File: src/rtl/cdb_pkg.sv
package cdb_pkg;
  localparam int FIELD_W = 6;
  localparam int LANE_W  = 8;
  localparam int RATIO_W = 2;
  localparam int MASK_LSB = 20;
  localparam int TRIG_BIT = 24;

  function automatic logic [RATIO_W-1:0] ratio_clamp(input logic [FIELD_W-1:0] f);
    if (f == '0)
      return RATIO_W'(1);
    else if (f > FIELD_W'(3))
      return RATIO_W'(3);
    else
      return f[RATIO_W-1:0];
  endfunction
endpackage

File: src/rtl/cdb_regs.sv
module cdb_regs
  import cdb_pkg::*;
#(
  parameter int N_CORES = 4,
  parameter int ADDR_W  = 8,
  parameter int DATA_W  = 32,
  parameter logic [ADDR_W-1:0] CTRL_OFS = 'h0,
  parameter logic [ADDR_W-1:0] VAL_OFS  = 'hC
) (
  input  logic                       clk,
  input  logic                       rst_n,
  input  logic                       req_valid,
  output logic                       req_ready,
  input  logic                       req_write,
  input  logic [ADDR_W-1:0]          req_addr,
  input  logic [DATA_W-1:0]          req_wdata,
  output logic                       rsp_valid,
  input  logic                       rsp_ready,
  output logic [DATA_W-1:0]          rsp_rdata,
  output logic [N_CORES*FIELD_W-1:0] staged_flat,
  output logic                       load_pulse,
  output logic [N_CORES-1:0]         load_mask
);
  logic [FIELD_W-1:0] staged_q [N_CORES];
  logic [N_CORES-1:0] mask_q;
  logic               trig_q;
  logic               accept, wr_ctrl, wr_val;
  logic [DATA_W-1:0]  rd_mux;

  assign req_ready = !rsp_valid || rsp_ready;
  assign accept    = req_valid && req_ready;
  assign wr_ctrl   = accept && req_write && (req_addr == CTRL_OFS);
  assign wr_val    = accept && req_write && (req_addr == VAL_OFS);

  assign load_pulse = wr_ctrl && req_wdata[TRIG_BIT] && !trig_q;
  assign load_mask  = req_wdata[MASK_LSB +: N_CORES];

  always_comb begin
    rd_mux = '0;
    if (req_addr == CTRL_OFS) begin
      rd_mux[MASK_LSB +: N_CORES] = mask_q;
      rd_mux[TRIG_BIT]            = trig_q;
    end else if (req_addr == VAL_OFS) begin
      for (int c = 0; c < N_CORES; c++)
        rd_mux[c*LANE_W +: FIELD_W] = staged_q[c];
    end
  end

  always_ff @(posedge clk) begin
    if (!rst_n) begin
      mask_q    <= '0;
      trig_q    <= 1'b0;
      rsp_valid <= 1'b0;
      rsp_rdata <= '0;
      for (int c = 0; c < N_CORES; c++)
        staged_q[c] <= FIELD_W'(1);
    end else begin
      if (wr_ctrl) begin
        mask_q <= req_wdata[MASK_LSB +: N_CORES];
        trig_q <= req_wdata[TRIG_BIT];
      end
      if (wr_val) begin
        for (int c = 0; c < N_CORES; c++)
          staged_q[c] <= req_wdata[c*LANE_W +: FIELD_W];
      end
      if (accept && !req_write) begin
        rsp_valid <= 1'b1;
        rsp_rdata <= rd_mux;
      end else if (rsp_ready) begin
        rsp_valid <= 1'b0;
      end
    end
  end

  for (genvar c = 0; c < N_CORES; c++) begin : g_flat
    assign staged_flat[c*FIELD_W +: FIELD_W] = staged_q[c];
  end

  // a stalled response keeps its data
  a_r2_rsp_hold: assert property (@(posedge clk) disable iff (!rst_n)
    rsp_valid && !rsp_ready |=> rsp_valid && $stable(rsp_rdata));

  // a control write with the trigger clear never commits
  a_r10_no_load_on_clear: assert property (@(posedge clk) disable iff (!rst_n)
    (accept && req_write && !req_wdata[TRIG_BIT]) |-> !load_pulse);
endmodule

File: src/rtl/cdb_core_div.sv
module cdb_core_div
  import cdb_pkg::*;
(
  input  logic               clk,
  input  logic               rst_n,
  input  logic [FIELD_W-1:0] staged_field,
  input  logic               load_req,
  output logic               core_en
);
  logic [RATIO_W-1:0] act_q, pend_val_q, cnt_q, req_ratio;
  logic               pend_q, at_wrap;

  assign req_ratio = ratio_clamp(staged_field);
  assign at_wrap   = (cnt_q == act_q - RATIO_W'(1));
  assign core_en   = (cnt_q == '0);

  always_ff @(posedge clk) begin
    if (!rst_n) begin
      act_q      <= RATIO_W'(1);
      pend_val_q <= RATIO_W'(1);
      cnt_q      <= '0;
      pend_q     <= 1'b0;
    end else if (at_wrap) begin
      cnt_q  <= '0;
      pend_q <= 1'b0;
      if (load_req)
        act_q <= req_ratio;
      else if (pend_q)
        act_q <= pend_val_q;
    end else begin
      cnt_q <= cnt_q + RATIO_W'(1);
      if (load_req) begin
        pend_q     <= 1'b1;
        pend_val_q <= req_ratio;
      end
    end
  end

  // active ratio is always legal
  a_r7_ratio_legal: assert property (@(posedge clk) disable iff (!rst_n)
    act_q != '0);

  // ratio changes only at a period boundary
  a_r9_switch_boundary: assert property (@(posedge clk) disable iff (!rst_n)
    (act_q != $past(act_q)) |-> $past(at_wrap));

  // a pulse under ratio 2 or 3 is never followed by a pulse at once
  a_r8_no_short_gap: assert property (@(posedge clk) disable iff (!rst_n)
    (core_en && act_q != RATIO_W'(1)) |=> !core_en);
endmodule

File: src/rtl/cdb_top.sv
module cdb_top
  import cdb_pkg::*;
#(
  parameter int N_CORES = 4,
  parameter int ADDR_W  = 8
) (
  input  logic               clk,
  input  logic               rst_n,
  input  logic               req_valid,
  output logic               req_ready,
  input  logic               req_write,
  input  logic [ADDR_W-1:0]  req_addr,
  input  logic [31:0]        req_wdata,
  output logic               rsp_valid,
  input  logic               rsp_ready,
  output logic [31:0]        rsp_rdata,
  output logic [N_CORES-1:0] core_en
);
  localparam int DATA_W = 32;

  logic [N_CORES*FIELD_W-1:0] staged_flat;
  logic                       load_pulse;
  logic [N_CORES-1:0]         load_mask;

  cdb_regs #(
    .N_CORES (N_CORES),
    .ADDR_W  (ADDR_W),
    .DATA_W  (DATA_W)
  ) u_regs (
    .clk         (clk),
    .rst_n       (rst_n),
    .req_valid   (req_valid),
    .req_ready   (req_ready),
    .req_write   (req_write),
    .req_addr    (req_addr),
    .req_wdata   (req_wdata),
    .rsp_valid   (rsp_valid),
    .rsp_ready   (rsp_ready),
    .rsp_rdata   (rsp_rdata),
    .staged_flat (staged_flat),
    .load_pulse  (load_pulse),
    .load_mask   (load_mask)
  );

  for (genvar c = 0; c < N_CORES; c++) begin : g_core
    cdb_core_div u_div (
      .clk          (clk),
      .rst_n        (rst_n),
      .staged_field (staged_flat[c*FIELD_W +: FIELD_W]),
      .load_req     (load_pulse && load_mask[c]),
      .core_en      (core_en[c])
    );
  end
endmodule

File: config.mk
export PLATFORM = sky130hd
export DESIGN_NAME = cdb_top
export DESIGN_NICKNAME = d
export VERILOG_FILES = /design/src/rtl/cdb_pkg.sv /design/src/rtl/cdb_regs.sv /design/src/rtl/cdb_core_div.sv /design/src/rtl/cdb_top.sv
export SDC_FILE = /design/constraint.sdc
export NUM_CORES = 1
export LEC_CHECK = 0
export CAP_MARGIN = 20
export CORE_ASPECT_RATIO = 1.75
export CORE_MARGIN = 2
export CORE_UTILIZATION = 54
export CTS_CLUSTER_SIZE = 10
export DETAILED_ROUTE_END_ITERATION = 7
export PLACE_DENSITY = 0.91
export RECOVER_POWER = 50
export SYNTH_ARGS = -nofsm -noshare
export SYNTH_HDL_FRONTEND = slang
export SYNTH_SLANG_ARGS = --single-unit
File: constraint.sdc
create_clock -name clk -period 7.8 [get_ports clk]
set_clock_uncertainty 0.1 [all_clocks]
set_input_delay 1.56 -clock clk [delete_from_list [all_inputs] [get_ports clk]]
set_output_delay 1.56 -clock clk [all_outputs]
set_load 0.02 [all_outputs]
# ---- Word level (Yosys, flattened, before mapping)
# Memories as Yosys holds them, arrays and structs flattened.
# Cells that the tools add are included.
dict set report word_totals {
  reg_bits 60
  ramBits 24
  in_bits 45
  out_inout_bits 38
  word_cells 125
  memories 1
}
dict set report classes {
  add_sub_neg 8
  order_cmp 4
  eq_ne 5
  mux 37
  n_bitwise 9
  reduce_logical 41
}
# memory depth width rd rd_clocked_by_memory_dff wr line_no
set memory_table {}
lappend memory_table {u_regs.staged_q 4 6 4 0 4 cdb_regs.sv:24} ;# logic [FIELD_W-1:0] staged_q [N_CORES];
# op n
set ops {}
lappend ops {{6-bit two-way mux} 10}
lappend ops {{2-bit two-way mux} 18}
lappend ops {{6-bit by 2-bit > comparator with 1-bit output (second input constant)} 4}
lappend ops {{6-bit zero test} 4}
lappend ops {{2-bit AND reduction} 8}
lappend ops {{1-bit logical AND} 11}
lappend ops {{2-bit nonzero test} 5}
lappend ops {{2-bit by 1-bit adder with 2-bit output (second input constant)} 4}
lappend ops {{2-bit equality test} 4}
lappend ops {{8-bit by 4-bit equality test with 1-bit output (second input constant)} 1}
lappend ops {{2-bit zero test} 4}
lappend ops {{8-bit zero test} 1}
lappend ops {{2-bit OR reduction} 4}
lappend ops {{2-bit by 1-bit subtractor with 2-bit output (second input constant)} 4}
lappend ops {{1-bit two-way mux} 7}
lappend ops {{5-bit two-way mux} 1}
lappend ops {{1-bit NOT} 5}
lappend ops {{4-bit two-way mux} 1}
lappend ops {{1-bit bitwise OR} 4}
lappend ops {{1-bit zero test} 3}
lappend ops {{1-bit logical OR} 1}

# ---- Logic depth before layout (Yosys ltp)
# Gate-level depths: netlist of run 1.
dict set report logic_depth {
  word_depth 10
  ltp_mapped 7
  mapped_depth_nobuf 5
}

# ---- Cells and area by module
# From an unflattened synthesis of run 1, not the netlist that was laid out.
dict set report unflattened {
  hier_cells 315
  hier_area_um2 3574.7
}
# module n_inst cells_each area_per_inst_um2 seq_area_each_um2
set by_module_without_submodules {}
lappend by_module_without_submodules {cdb_regs 1 167 2113.3 1361.3}
lappend by_module_without_submodules {cdb_core_div 4 36 359.1 140.1}
lappend by_module_without_submodules {cdb_top 1 4 25.0 0.0}

# ---- Worst setup path before layout of run 1
# Ideal clock, no wire load.
dict set report synth_path {
  path_kind {in2reg}
  start {in rsp_ready}
  end {mem u_regs.staged_q[0][0], enable pin}
  setup_ns 0.438
  arrival_ns 3.886
  required_time_ns 7.262
  path_slack_ns 3.376
  stages 4
  path_buffers 1
  cell_sequence {nand2b_1 -> clkbuf_1 -> nand3_1 -> o21ai_0}
}
# element line_no
set synth_lines {}
lappend synth_lines {{from (decl)} cdb_top.sv:15} ;# input logic rsp_ready,
lappend synth_lines {{to (decl)} cdb_regs.sv:24}

==> results.json, run 1 <==
{
  "status": "finished with violations",
  "violations": "capacitance limit, slew limit",
  "core-area_mm2": 0.00649,
  "synth_top_cell_area_share_pct": 33.3,
  "place_area_mm2": 0.00432,
  "synthMuxAreaShare_pct": 5.75,
  "synth_top_family_by_area": "simple AND/OR/NAND/NOR gates",
  "clk_pin_slew_ns": 0.06,
  "peakVddDrop_mv": 0.172,
  "startpoint_type": "primary input",
  "synth.top_cells.by_count": "dfxtp_1, nor2_1, edfxtp_1",
  "required_ns": 7.79,
  "grt.total_usage_pct": 22.1,
  "slew_violations": 39,
  "tns_ns": 0,
  "cts_setup_buffers": 0,
  "synth_top_area_cell": "dfxtp_1",
  "final.min_clock_period_ns": 4.63,
  "area_growth_pct": 26.6,
  "yosys.cell_types.count": 49,
  "final_nets": 458,
  "cp_slowest_cell": "dlygate4sd3_1",
  "critical_path.cell_chain": "dlygate4sd3_1 -> inv_1 -> clkbuf_1 -> nor3_2 -> buf_4 -> nand2b_1",
  "drt_wl_total_mm": 7.60,
  "worstHoldPathType": "flop to flop",
  "yosysWarnings": 0,
  "rows": 39,
  "num_vias": 2746,
  "cts_tree": "built",
  "port_buffers": 70,
  "die_x_um": 65.8,
  "synthCells": 344,
  "ys_top_cells_by_area": "dfxtp_1, edfxtp_1, a22oi_1",
  "postSynthAreaPerCell_um2": 10.5,
  "post_synth_and_or_nand_nor_area_fraction_pct": 23.5,
  "wl_per_cell_um": 15.3,
  "syn_area_mm2": 0.00361,
  "worstHoldPathCells": 1,
  "worstSetupEndpointType": "flop",
  "cts.sinks": 84,
  "crit_family": "buffers and inverters",
  "max_freq_mhz": 216,
  "antenna_left": 0,
  "slowest_delay_ns": 1.03,
  "drive_gt1_share_pct": 6.28,
  "synth_ff_type": "dfxtp_1",
  "cts_hold_buf": 0,
  "crit_cells": 6,
  "final_area_mm2": 0.00457,
  "io_pins": 83,
  "htreeDepth": 3,
  "grt_pass1_wl_mm": 12.3,
  "initial_core_util_pct": 55.6,
  "fp.dieH_um": 112,
  "worstSkewPairLatency_ns": 0.34,
  "setup_viol": 0,
  "synth-edff-count": 24,
  "dr.pass1.iters": 4,
  "fin_crit_sh_pct": 59.4,
  "p_leak_nw": 1.82,
  "num_antenna_cells": 0,
  "async_reset_ff_share_pct": 0,
  "antenna_found_initial": 0,
  "ys_ff_latch": 84,
  "cts_resized": 0,
  "slew_headroom_pct": -10.2,
  "max_cap_viol_count": 1,
  "remaining_drc_errors": 0,
  "p_per_area_mw_per_mm2": 193,
  "synth-compound-area-share_pct": 9.74,
  "yosysSeqAreaShare_pct": 53.2,
  "r2r_cells": 5,
  "grt_pass1_vias": 2699,
  "crit_buf_inv": 4,
  "path_max_fanout": 38,
  "grt_start_max_net_pins": 39,
  "vias_per_cell": 5.54,
  "crit_type": "primary input to flop",
  "fill_cells": 493,
  "rsz0062_at_grt": "no",
  "dieArea_mm2": 0.00738,
  "dp.final_hpwl_mm": 5.47,
  "hold_viol": 0,
  "synthAdderAreaFrac_pct": 1.39,
  "overflow": 0,
  "cts-root-buf": "clkbuf_16",
  "clockBufferDepth": 2,
  "cp.arrival_ns": 4.62,
  "yosys.area_share.xor_xnor_pct": 0.971,
  "drtIter0Drc": 137,
  "numCtsBuffers": 9,
  "tightest_slew_ns": 1.65,
  "post-synth-top-count-cell": "dfxtp_1",
  "gp_congestion": 0.777
}
[stage by stage]
stage | power, mW | hold WS (ns) | utilization [%] | setup slack, ns | instances
4_1_cts | 0.884 | 0.354 | 70.6 | 3.21 | 495
3_3_place_gp | 0.507 | 0.328 | 66.4 | 3.21 | 478
5_1_grt | 0.908 | 0.370 | 70.4 | 2.96 | 496
2_1_floorplan | 0.483 | 0.318 | - | 3.38 | 349
3_5_place_dp | 0.508 | 0.341 | 66.6 | 3.21 | 479
6_report | 0.880 | 0.345 | 70.4 | 3.17 | 496
[state kept, by name (all words and copies together), names as in the netlist]
signal                   count
g_core.u_div.pend_q          4
u_regs.mask_q                4
u_regs.rsp_rdata            26
g_core.u_div.pend_val_q      8
u_regs.rsp_valid             1
u_regs.staged_q             24
g_core.u_div.cnt_q           8
g_core.u_div.act_q           8
u_regs.trig_q                1
[logic make-up (layout without fill, tap and decap cells)]
| group | Yosys count | count (layout) |
|---|---|---|
| other cells | 1 | 6 |
| simple gates | 147 | 147 |
| compound gates | 47 | 47 |
| buf+inv | 37 | 102 |
| mux | 20 | 20 |
| fa+ha+maj | 4 | 4 |
| xor+xnor | 4 | 4 |
| flops | 84 | 84 |
[routing by layer]
metal  part of all wire, %  track usage, %  vias up
met3                   5.5            5.41       17
met2                    53            38.4       93
met5                     0               0        -
li1                      -               -     1334
met4                   2.7            11.0        0
met1                    38            24.5     1302
[worst paths after layout]
| check | startpoint | endpoint | slack [ns] |
|---|---|---|---|
| min reg2reg | g_core[1].u_div.cnt_q[0]$_SDFF_PP0_ | g_core[1].u_div.cnt_q[0]$_SDFF_PP0_ | 0.35 |
| max | rst_n | u_regs.staged_q[2][0]$_SDFFCE_PN1P_ | 3.17 |
| min | g_core[1].u_div.cnt_q[0]$_SDFF_PP0_ | g_core[1].u_div.cnt_q[0]$_SDFF_PP0_ | 0.35 |
| max reg2reg | u_regs.rsp_valid$_SDFFE_PN0P_ | g_core[2].u_div.act_q[1]$_SDFFE_PN0P_ | 5.71 |
[layout by cell type, fill, tap and decap left out, drive strengths merged, types with 2 or more instances in the layout]
cell type / count
clkbuf: 14
and3: 4
a21oi: 5
nor3: 2
nand4: 8
clkinv: 3
nor2: 47
mux2: 3
or2b: 2
o21bai: 3
nand3: 5
a222oi: 3
a311oi: 2
nand3b: 7
and2b: 4
nand2: 17
mux2i: 17
nor4: 6
a22oi: 23
and2: 20
ha: 4
dlygate4sd3: 33
conb: 6
a31oi: 4
inv: 11
edfxtp: 24
nand2b: 13
nand4b: 2
xnor2: 4
or3b: 4
buf: 4
nor2b: 4
dfxtp: 60
clkdlybuf4s50: 37
o21ai: 2
o211a: 3
[worst reg2reg max path, cell delays in order (launching register included)]
cell and delay, ns:
dfxtp_1 0.31, nand2b_1 0.20, and4b_1 0.56, nand3_1 0.24
mux2_1 0.37, o211a_1 0.21
[area by class of cell]
cell class | count | area (um2) | share of cell area (%)
clock buffer | 13 | 250 | 5.48
clock inverter | 3 | 12.5 | 0.274
inverter | 11 | 41.3 | 0.904
multi-input combinational | 228 | 1500 | 32.8
sequential | 84 | 1920 | 42.1
tap | 82 | 103 | 2.25
timing repair buffer | 75 | 742 | 16.2
[report_power, final]
part           switching [mW]  leakage (nW)  internal [mW]
sequential            0.00233         0.732          0.452
clock                   0.160         0.129          0.222
combinational          0.0224         0.956         0.0216
total                   0.184          1.82          0.695
No activity file was read; power rests on OpenSTA's default activity.
==> run 2, diff against run 1 <==
--- a/config.mk
+++ b/config.mk
@@ -8,10 +8,10 @@
 export CAP_MARGIN = 20
 export CORE_ASPECT_RATIO = 1.75
 export CORE_MARGIN = 2
-export CORE_UTILIZATION = 54
+export CORE_UTILIZATION = 45
 export CTS_CLUSTER_SIZE = 10
 export DETAILED_ROUTE_END_ITERATION = 7
-export PLACE_DENSITY = 0.91
+export PLACE_DENSITY = 0.82
 export RECOVER_POWER = 50
 export SYNTH_ARGS = -nofsm -noshare
 export SYNTH_HDL_FRONTEND = slang
==> constraint.sdc (replaced) <==
create_clock -name clk -period 3.7 [get_ports clk]
set_clock_uncertainty 0.1 [all_clocks]
set_input_delay 0.74 -clock clk [delete_from_list [all_inputs] [get_ports clk]]
set_output_delay 0.74 -clock clk [all_outputs]
set_load 0.02 [all_outputs]
==> run 2 against run 1 <==
Effect of this change: the flow now finishes without violations; highest routed layer unchanged; via count decreased by 0.69%; sequential share of layout area decreased by 0.27 points; critical path type unchanged; final cell count increased by 2.0%; sequential cell count unchanged; global-route usage decreased by 3.5 points; largest cell class unchanged; power increased by 120%; utilization decreased by 12 points.
==> results.json, run 2 (synthesis gave the netlist of run 1 again) <==
{
  "p_per_area_mw_per_mm2": 416,
  "worstHoldPathType": "flop to flop",
  "max_cap_viol_count": 0,
  "final_common_cell": "dfxtp_1",
  "cts.sinks": 84,
  "final_cells": 506,
  "dr.pass1.iters": 4,
  "tns_ns": 0,
  "numCtsBuffers": 9,
  "placed_cells": 491,
  "drt_wl_total_mm": 7.59,
  "initial_core_util_pct": 46.0,
  "slew_violations": 0,
  "remaining_drc_errors": 0,
  "dp.final_hpwl_mm": 5.58,
  "p_leak_nw": 1.82,
  "status": "complete, no violations",
  "cts_resized": 0,
  "fill_cells": 677,
  "setup_slack_ns": 0.512,
  "regMostFlops": "u_regs.rsp_rdata",
  "worstSetupEndpointType": "flop",
  "clockBufferDepth": 2,
  "fin_crit_sh_pct": 86.2,
  "grt_pass1_wl_mm": 12.5,
  "fp.dieH_um": 122,
  "setup_viol": 0,
  "num_antenna_cells": 0,
  "htreeDepth": 3,
  "max_freq_mhz": 314,
  "fin_util_pct": 58.5,
  "grt_pass1_vias": 2694,
  "rsz0062_at_grt": "no",
  "gp_congestion": 0.791,
  "pre_cts_slack_ns": 0.710,
  "wl_per_cell_um": 15.0,
  "drtIter0Drc": 182,
  "vias_per_cell": 5.39,
  "layout_common_cells": "dfxtp_1, nor2_1, clkdlybuf4s50_1",
  "cts_setup_buffers": 0,
  "hold_viol": 0,
  "clk_pin_slew_ns": 0.05,
  "core-area_mm2": 0.00786,
  "cp.arrival_ns": 3.32,
  "largest_registers": "u_regs.rsp_rdata (26), u_regs.staged_q (24)",
  "largest_reg_flops": 26,
  "final_nets": 461,
  "slew_headroom_pct": 27.3,
  "cts-root-buf": "clkbuf_16",
  "cts_hold_buf": 0,
  "rows": 43,
  "cts_tree": "built",
  "tightest_slew_ns": 1.09,
  "grt_start_max_net_pins": 38,
  "drive_gt1_share_pct": 5.77,
  "dieArea_mm2": 0.00878,
  "required_ns": 3.83,
  "peakVddDrop_mv": 0.331,
  "crit_type": "primary input to flop",
  "area_growth_pct": 27.4,
  "overflow": 0,
  "path_max_fanout": 12,
  "antenna_left": 0,
  "antenna_found_initial": 0,
  "grt.total_usage_pct": 18.7,
  "startpoint_type": "primary input",
  "io_pins": 83,
  "final.min_clock_period_ns": 3.19,
  "port_buffers": 70,
  "worstSkewPairLatency_ns": 0.34,
  "die_x_um": 71.7,
  "num_vias": 2727
}
-- run 2: area by class of cell --
class | count | area, um2 | share of cell area (%)
sequential | 84 | 1920 | 41.8
multi-input combinational | 228 | 1500 | 32.5
timing repair buffer | 78 | 742 | 16.1
clock buffer | 12 | 246 | 5.36
tap | 90 | 113 | 2.45
inverter | 11 | 41.3 | 0.898
clock inverter | 3 | 37.5 | 0.816
-- run 2: critical path, cell delays in order --
cell,delay [ns]
clkdlybuf4s50_1,0.42
nor4_1,0.70
and4b_1,0.63
nand3_1,0.25
mux2_1,0.37
o211a_1,0.20
-- run 2: final timing paths --
path / start / endpoint / slack [ns] / cells past startpoint
worst min register to register: g_core[2].u_div.cnt_q[0]$_SDFF_PP0_ / g_core[2].u_div.cnt_q[0]$_SDFF_PP0_ / 0.35 / 1
worst max-delay path: req_addr[1] / g_core[2].u_div.act_q[1]$_SDFFE_PN0P_ / 0.51 / 6
worst min-delay path: g_core[2].u_div.cnt_q[0]$_SDFF_PP0_ / g_core[2].u_div.cnt_q[0]$_SDFF_PP0_ / 0.35 / 1
worst max register to register: u_regs.rsp_valid$_SDFFE_PN0P_ / u_regs.rsp_rdata[20]$_SDFFE_PN0P_ / 1.33 / 6
-- run 2: power by group --
part	total [mW]	internal, mW	switching [mW]	leakage (nW)
Combinational	0.0925	0.0457	0.0468	0.953
Clock	0.863	0.533	0.330	0.138
Sequential	0.957	0.952	0.00462	0.732
-- run 2: through the flow --
stage	total power [mW]	cell area (um2)	hold WS [ns]
2_1_floorplan	1.02	3630	0.318
3_3_place_gp	1.07	4360	0.333
3_5_place_dp	1.07	4360	0.343
4_1_cts	1.93	4640	0.357
5_1_grt	1.98	4600	0.374
6_report	1.91	4600	0.352
-- run 2: metal layers --
metal | vias to the layer above | global-route usage [%] | routed length [um]
met4 | 0 | 11.3 | 246
li1 | 1335 | - | -
met5 | - | 0 | 0
met2 | 100 | 33.6 | 4090
met3 | 14 | 3.69 | 427
met1 | 1278 | 19.6 | 2830
